**config.mk**
```make
export PLATFORM = sky130hd
export DESIGN_NAME = mbp_mirror_mem
export DESIGN_NICKNAME = d
export VERILOG_FILES = /design/src/rtl/mbp_pkg.sv /design/src/rtl/mbp_mode_guard.sv /design/src/rtl/mbp_write_stage.sv /design/src/rtl/mbp_bank_store.sv /design/src/rtl/mbp_read_select.sv /design/src/rtl/mbp_mirror_mem.sv
export SDC_FILE = /design/constraint.sdc
export NUM_CORES = 2
export LEC_CHECK = 0
export BUFFER_PORTS_ARGS = -buffer_cell sky130_fd_sc_hd__buf_2
export CELL_PAD_IN_SITES_DETAIL_PLACEMENT = 1
export CELL_PAD_IN_SITES_GLOBAL_PLACEMENT = 2
export CORE_UTILIZATION = 47
export DETAILED_ROUTE_END_ITERATION = 8
export GPL_ROUTABILITY_DRIVEN = 0
export GPL_TIMING_DRIVEN = 0
export PLACE_DENSITY = 0.8
export SETUP_SLACK_MARGIN = 0.02
export SLEW_MARGIN = 20
export SYNTH_ARGS = -nofsm -noshare
export SYNTH_HDL_FRONTEND = slang
export SYNTH_SLANG_ARGS = --single-unit
```
**constraint.sdc**
```tcl
create_clock -name clk -period 5.1 [get_ports clk]
set_input_delay 1.02 -clock clk [delete_from_list [all_inputs] [get_ports clk]]
set_output_delay 1.02 -clock clk [all_outputs]
set_load 0.005 [all_outputs]
```
**src/rtl/mbp_pkg.sv**
```systemverilog
package mbp_pkg;
  localparam int LANE_W = 9;

  // Odd number of ones across the nine lane bits means the primary copy is trusted
  function automatic logic lane_odd(input logic [LANE_W-1:0] lane);
    return ^lane;
  endfunction

  // Banks touched by a write: bit0 primary, bit1 secondary
  function automatic logic [1:0] bank_mask(input logic plain, input logic top);
    if (!plain) return 2'b11;
    return top ? 2'b10 : 2'b01;
  endfunction
endpackage

```
**src/rtl/mbp_mode_guard.sv**
```systemverilog
module mbp_mode_guard #(
  parameter int SETTLE = 32
) (
  input  logic clk,
  input  logic rst_n,
  input  logic mode,
  input  logic rd_en,
  input  logic wr_en,
  output logic acc_blocked,
  output logic mode_chg,
  output logic access_err
);
  localparam int CW = $clog2(SETTLE + 1);

  logic          mode_q;
  logic [CW-1:0] settle_cnt;
  logic [1:0]    acc_hist;
  logic          attempt;

  assign mode_chg    = (mode != mode_q);
  assign acc_blocked = mode_chg || (settle_cnt != '0);
  assign attempt     = rd_en || wr_en;

  always_ff @(posedge clk) begin
    if (!rst_n) begin
      mode_q     <= mode;
      settle_cnt <= '0;
      acc_hist   <= '0;
      access_err <= 1'b0;
    end else begin
      mode_q <= mode;
      if (mode_chg)              settle_cnt <= CW'(SETTLE);
      else if (settle_cnt != '0) settle_cnt <= settle_cnt - 1'b1;
      acc_hist   <= {acc_hist[0], attempt && !acc_blocked};
      access_err <= (acc_blocked && attempt) || (mode_chg && (acc_hist != 2'b00));
    end
  end
endmodule

```
**src/rtl/mbp_write_stage.sv**
```systemverilog
module mbp_write_stage
  import mbp_pkg::*;
#(
  parameter int RW    = 5,
  parameter int LANES = 2,
  localparam int W    = LANES * LANE_W
) (
  input  logic             clk,
  input  logic             rst_n,
  input  logic             wr_accept,
  input  logic             mode,
  input  logic             top,
  input  logic [RW-1:0]    row,
  input  logic [LANES-1:0] byte_en,
  input  logic [W-1:0]     wr_data,
  output logic             pend_valid,
  output logic [RW-1:0]    pend_row,
  output logic [1:0]       pend_mask,
  output logic [LANES-1:0] pend_be,
  output logic [W-1:0]     pend_data
);
  always_ff @(posedge clk) begin
    if (!rst_n) begin
      pend_valid <= 1'b0;
      pend_row   <= '0;
      pend_mask  <= '0;
      pend_be    <= '0;
      pend_data  <= '0;
    end else begin
      pend_valid <= wr_accept;
      if (wr_accept) begin
        pend_row  <= row;
        pend_mask <= bank_mask(mode, top);
        pend_be   <= byte_en;
        pend_data <= wr_data;
      end
    end
  end
endmodule

```
**src/rtl/mbp_bank_store.sv**
```systemverilog
module mbp_bank_store
  import mbp_pkg::*;
#(
  parameter int RW    = 5,
  parameter int LANES = 2,
  localparam int W    = LANES * LANE_W,
  localparam int DEPTH = 1 << RW
) (
  input  logic             clk,
  input  logic             commit,
  input  logic [RW-1:0]    commit_row,
  input  logic [1:0]       commit_mask,
  input  logic [LANES-1:0] commit_be,
  input  logic [W-1:0]     commit_data,
  input  logic             inj_en,
  input  logic [RW-1:0]    inj_row,
  input  logic [W-1:0]     inj_mask,
  input  logic [RW-1:0]    rd_row,
  output logic [W-1:0]     prim_word,
  output logic [W-1:0]     sec_word
);
  logic [W-1:0] bank_p [DEPTH];
  logic [W-1:0] bank_s [DEPTH];

  always_ff @(posedge clk) begin
    if (commit) begin
      for (int l = 0; l < LANES; l++) begin
        if (commit_be[l]) begin
          if (commit_mask[0]) bank_p[commit_row][l*LANE_W +: LANE_W] <= commit_data[l*LANE_W +: LANE_W];
          if (commit_mask[1]) bank_s[commit_row][l*LANE_W +: LANE_W] <= commit_data[l*LANE_W +: LANE_W];
        end
      end
    end
    if (inj_en) bank_p[inj_row] <= bank_p[inj_row] ^ inj_mask;
  end

  assign prim_word = bank_p[rd_row];
  assign sec_word  = bank_s[rd_row];
endmodule

```
**src/rtl/mbp_read_select.sv**
```systemverilog
module mbp_read_select
  import mbp_pkg::*;
#(
  parameter int LANES = 2,
  localparam int W    = LANES * LANE_W
) (
  input  logic             mode,
  input  logic             top,
  input  logic [W-1:0]     prim_word,
  input  logic [W-1:0]     sec_word,
  input  logic             pend_hit,
  input  logic [LANES-1:0] pend_be,
  input  logic [W-1:0]     pend_data,
  output logic [W-1:0]     sel_data,
  output logic [LANES-1:0] sel_fix
);
  for (genvar l = 0; l < LANES; l++) begin : g_lane
    logic [LANE_W-1:0] p_lane, s_lane, w_lane;
    assign p_lane = prim_word[l*LANE_W +: LANE_W];
    assign s_lane = sec_word[l*LANE_W +: LANE_W];
    assign w_lane = pend_data[l*LANE_W +: LANE_W];

    always_comb begin
      sel_fix[l] = 1'b0;
      if (pend_hit && pend_be[l]) begin
        sel_data[l*LANE_W +: LANE_W] = w_lane;
      end else if (mode) begin
        sel_data[l*LANE_W +: LANE_W] = top ? s_lane : p_lane;
      end else if (lane_odd(p_lane)) begin
        sel_data[l*LANE_W +: LANE_W] = p_lane;
      end else begin
        sel_data[l*LANE_W +: LANE_W] = s_lane;
        sel_fix[l] = 1'b1;
      end
    end
  end
endmodule

```
**src/rtl/mbp_mirror_mem.sv**
```systemverilog
module mbp_mirror_mem
  import mbp_pkg::*;
#(
  parameter int AW     = 6,
  parameter int LANES  = 2,
  parameter int SETTLE = 32,
  localparam int W     = LANES * LANE_W,
  localparam int RW    = AW - 1
) (
  input  logic             clk,
  input  logic             rst_n,
  input  logic             mode,
  input  logic             rd_en,
  input  logic             wr_en,
  input  logic [AW-1:0]    addr,
  input  logic [LANES-1:0] byte_en,
  input  logic [W-1:0]     wr_data,
  input  logic             inj_en,
  input  logic [RW-1:0]    inj_row,
  input  logic [W-1:0]     inj_mask,
  output logic [W-1:0]     rd_data,
  output logic             rd_valid,
  output logic [LANES-1:0] lane_fix,
  output logic             access_err
);
  logic             acc_blocked, mode_chg, rd_accept, wr_accept, pend_hit;
  logic [RW-1:0]    row;
  logic             top;
  logic             pend_valid;
  logic [RW-1:0]    pend_row;
  logic [1:0]       pend_mask;
  logic [LANES-1:0] pend_be;
  logic [W-1:0]     pend_data;
  logic [W-1:0]     prim_word, sec_word, sel_data;
  logic [LANES-1:0] sel_fix;

  assign row       = addr[RW-1:0];
  assign top       = addr[AW-1];
  assign rd_accept = rd_en && !acc_blocked;
  assign wr_accept = wr_en && !acc_blocked;
  assign pend_hit  = pend_valid && (pend_row == row) && pend_mask[mode ? top : 1'b0];

  mbp_mode_guard #(.SETTLE(SETTLE)) u_guard (
    .clk(clk), .rst_n(rst_n), .mode(mode), .rd_en(rd_en), .wr_en(wr_en),
    .acc_blocked(acc_blocked), .mode_chg(mode_chg), .access_err(access_err)
  );

  mbp_write_stage #(.RW(RW), .LANES(LANES)) u_wstage (
    .clk(clk), .rst_n(rst_n), .wr_accept(wr_accept), .mode(mode), .top(top),
    .row(row), .byte_en(byte_en), .wr_data(wr_data),
    .pend_valid(pend_valid), .pend_row(pend_row), .pend_mask(pend_mask),
    .pend_be(pend_be), .pend_data(pend_data)
  );

  mbp_bank_store #(.RW(RW), .LANES(LANES)) u_store (
    .clk(clk), .commit(pend_valid), .commit_row(pend_row), .commit_mask(pend_mask),
    .commit_be(pend_be), .commit_data(pend_data),
    .inj_en(inj_en), .inj_row(inj_row), .inj_mask(inj_mask),
    .rd_row(row), .prim_word(prim_word), .sec_word(sec_word)
  );

  mbp_read_select #(.LANES(LANES)) u_rsel (
    .mode(mode), .top(top), .prim_word(prim_word), .sec_word(sec_word),
    .pend_hit(pend_hit), .pend_be(pend_be), .pend_data(pend_data),
    .sel_data(sel_data), .sel_fix(sel_fix)
  );

  always_ff @(posedge clk) begin
    if (!rst_n) begin
      rd_data  <= '0;
      rd_valid <= 1'b0;
      lane_fix <= '0;
    end else begin
      rd_valid <= rd_accept;
      if (rd_accept) begin
        rd_data  <= sel_data;
        lane_fix <= sel_fix;
      end else begin
        lane_fix <= '0;
      end
    end
  end
endmodule

```
==> flow_summary.ini <==
[status]
outcome = finished, violations left
violations = negative setup slack

[timing]
hold_violations = 0
fmax_ghz = 0.195
setup_violations = 2
skew_ns = 0.0288
finalMaxSlewViolations = 0
max_slew_margin = 0.139
timing.final.ws_setup_ns = -0.0401
fin_crit_sh = 1.01
min_period_ns = 5.14
rsz0062_at_grt = false
worst_pin_slew_ns = 1.29

[floorplanning]
std_cell_rows = 128
die_w_um = 354
dieArea_mm2 = 0.125
start_util = 0.476
pin_count = 77
coreArea_mm2 = 0.122
die_h_um = 354

[worst_setup_path]
path_common_cell = buf_4
r2r-end = rd_data[6]
crit_chain = buf_2 -> buf_4 -> buf_6 -> buf_4 -> buf_4 -> buf_4 -> buf_2 -> clkbuf_4 -> mux4_2 -> mux4_2 -> mux2i_2 -> a21oi_1 -> a221oi_1 -> o221ai_1 -> o211a_1
critPathKind = input pin to flip-flop
cp_slowest_stage_delay_ns = 0.55
critPathCaptureType = flip-flop
path_delay_family = buffers and inverters
crit_buf_inv = 8
slowest_stage = mux4_2
r2r_slack_ns = 0.68
r2r_cells = 10
crit_path_start_kind = input pin
cp.required_ns = 5.78
path_max_fanout = 10
timing.rr.start = u_store.bank_p[27][2]
cp.arrival_ns = 5.82

[detailed_routing]
totalWireLength_um = 234000
first_pass_iters = 6
drc = 0
vias_per_cell = 6.87
ant_nets = 0
first_iter_violations = 6694
wire_per_inst_um = 38.6
vias = 41700

[hold_path]
whs_path_depth = 1
holdPathEnd = u_guard.mode_q
min_path_type = input pin to flip-flop
min_from = mode

[final_layout]
multi_input_area_mm2 = 0.0208
nets = 4384
area_delta_synth_final_pct = 12.8
final_util = 0.537
fill_cells = 11800
drive_gt1_frac = 0.219
register_area_mm2 = 0.0358

[clock_network]
clk_path_buf_depth = 3
hold_buffers = 0
cts_buffers = 136
cts_tree = done
insertion_delay_ns = 0.79
clk_pin_slew_worst_paths_ns = 0.06
clock-root-buffer = clkbuf_16
clock-sinks = 1211
htreeDepth = 4

[global_routing]
track_usage = 0.375
grt_pass1_wl_um = 323000
grt_busiest_layer = met2
grt_pass1_vias = 41100
antenna_found_initial = 8
grt_overflow = 0
grt_util_met2 = 0.530
grt_use_met3 = 0.126
gr-usage-met1 = 0.526
grt_start_max_net_pins = 34

[power]
peakVddDrop_mv = 0.345
power_density_mw_per_mm2 = 374
power_mw = 24.5
leakagePower_nw = 20.2

[yosys]
synth_top_area_share = 0.595
async_flop_share = 0
ys_seq_elements = 1211
synth_top_family_by_area = multiplexers
synthTopCellsByArea = edfxtp_1 60%, mux4_2 18%, o21ai_0 5.6%, nand2_1 4.7%, clkbuf_1 2.1%
synth_compound_area_frac = 0.0846
synth.distinct_cells = 53
synth_mux_area_frac = 0.195
yosys_warnings = 0
yosysSeqAreaShare = 0.615
ys.flop_type = edfxtp_1
synth_fp_nets = 4136
netlist_area_mm2 = 0.0581
synth_fa_ha_area_frac = 0.000215
synthCells = 4080
synth_enable_flop_cells = 1152
synth_area_per_cell_um2 = 14.2
synth-simple-area-share = 0.0661
synth_xor_area_frac = 0.00822
yosys.area.top_type = edfxtp_1

[placement]
pre_cts_slack_ns = -2.08
place_hpwl_um = 175000
io_buffers = 71

[run]
maxCapViolCount = 0
## state kept, by name (all words and copies together) (netlist names)
signal	cells
u_store.bank_p	576
u_store.bank_s	576
rd_data	18
u_wstage.pend_data	18
u_guard.settle_cnt	6
u_wstage.pend_row	5
lane_fix	2
u_guard.acc_hist	2
u_wstage.pend_be	2
u_wstage.pend_mask	2
rd_valid	1
u_guard.access_err	1
u_guard.mode_q	1
u_wstage.pend_valid	1
## placed cells by master (no fill, tap or decap), types with 28 or more instances in the layout
cell,instances
mux2i_1,64
o21ai_0,592
clkbuf_1,323
clkbuf_16,139
mux4_2,460
buf_1,31
buf_2,113
o21ai_1,65
buf_4,59
edfxtp_1,1152
nor2_2,42
xnor2_1,31
a22oi_1,89
nand2_1,726
dfxtp_1,48
nor2_1,72
clkinv_1,28
## timing repair
item                                    in CTS  in global routing
setup buffers                                0                  0
cloned                                       0                  0
endpoints found under the setup margin      73                 70
gates resized for setup                     36                 30
## cell type report
cell class / instances / area share
clock inverters: 76 / 0.0116
diodes: 4 / 0.000153
multi-input cells: 2430 / 0.317
repair buffers: 112 / 0.0107
well taps: 1625 / 0.0310
plain buffers: 432 / 0.0287
inverters: 5 / 0.000286
clock buffers: 171 / 0.0550
flip-flops and latches: 1211 / 0.546
## power by group
part | internal (mW) | total (mW) | switching, mW | leakage [nW]
logic | 0.997 | 3.19 | 2.19 | 7.44
clock network | 5.58 | 9.85 | 4.27 | 2.12
registers | 11.2 | 11.5 | 0.264 | 10.6
total | 17.8 | 24.5 | 6.72 | 20.2
## synth_stat cells, types with 4 or more instances
cell type  count
a211oi_1       8
a21boi_0      26
a21oi_1       25
a221oi_1      10
a22o_1         5
a22oi_1       89
a31o_2         5
and2_1        13
and3_1         7
and3b_1        5
buf_1         48
buf_2         50
buf_4         11
clkbuf_1     322
dfxtp_1       59
edfxtp_1    1152
inv_1          5
mux2_2        25
mux2i_1       68
mux4_2       460
nand2_1      726
nand2b_1       8
nand3_1        8
nand4_1       20
nor2_1       114
nor2b_1       10
nor3_1        14
nor3b_1       14
o211a_1        6
o211ai_1      10
o21ai_0      656
o21ai_1        4
o221ai_1       8
o22ai_1       13
xnor2_1       32
xor2_1        13
## metrics by stage
step	area, um^2	hold WS [ns]	instances	TNS, ns
6_report	65600	0.425	6066	-0.0621
5_1_grt	65600	0.413	6062	0
4_1_cts	65400	0.381	6061	0
3_5_place_dp	61000	0.487	5816	-235.00
3_3_place_gp	60500	0.470	5776	-1047.57
2_1_floorplan	58100	0.436	4080	0
## cell families (layout without fill, tap and decap cells)
group,after synthesis,in the layout
AOI/OAI and AO/OA,878,878
xor gates and xnor gates,49,49
adders and majority gates,1,1
buffers and inverters,439,796
DFF,1211,1211
muxes,554,554
other,0,4
and+or+nand+nor,948,948
## per-layer routing
metal	share of wire	vias to the layer above
met5	0.00014	-
met4	0.049	4
met3	0.14	496
met2	0.43	3116
met1	0.39	21700
li1	-	16300
## how the worst max path moves through the flow
stage / startpoint / slack [ns] / to / depth (start not counted)
after floorplan: addr[0] / 0.60 / rd_data[11] / 13
after global placement: addr[1] / -2.00 / rd_data[9] / 14
after detailed placement: addr[1] / -2.08 / rd_data[12] / 14
after CTS: inj_row[1] / 0.03 / u_store.bank_p[15][17] / 9
after global routing: addr[1] / 0.01 / rd_data[7] / 15
final: addr[1] / -0.04 / rd_data[7] / 15
Power figures use the tool's default switching activity.
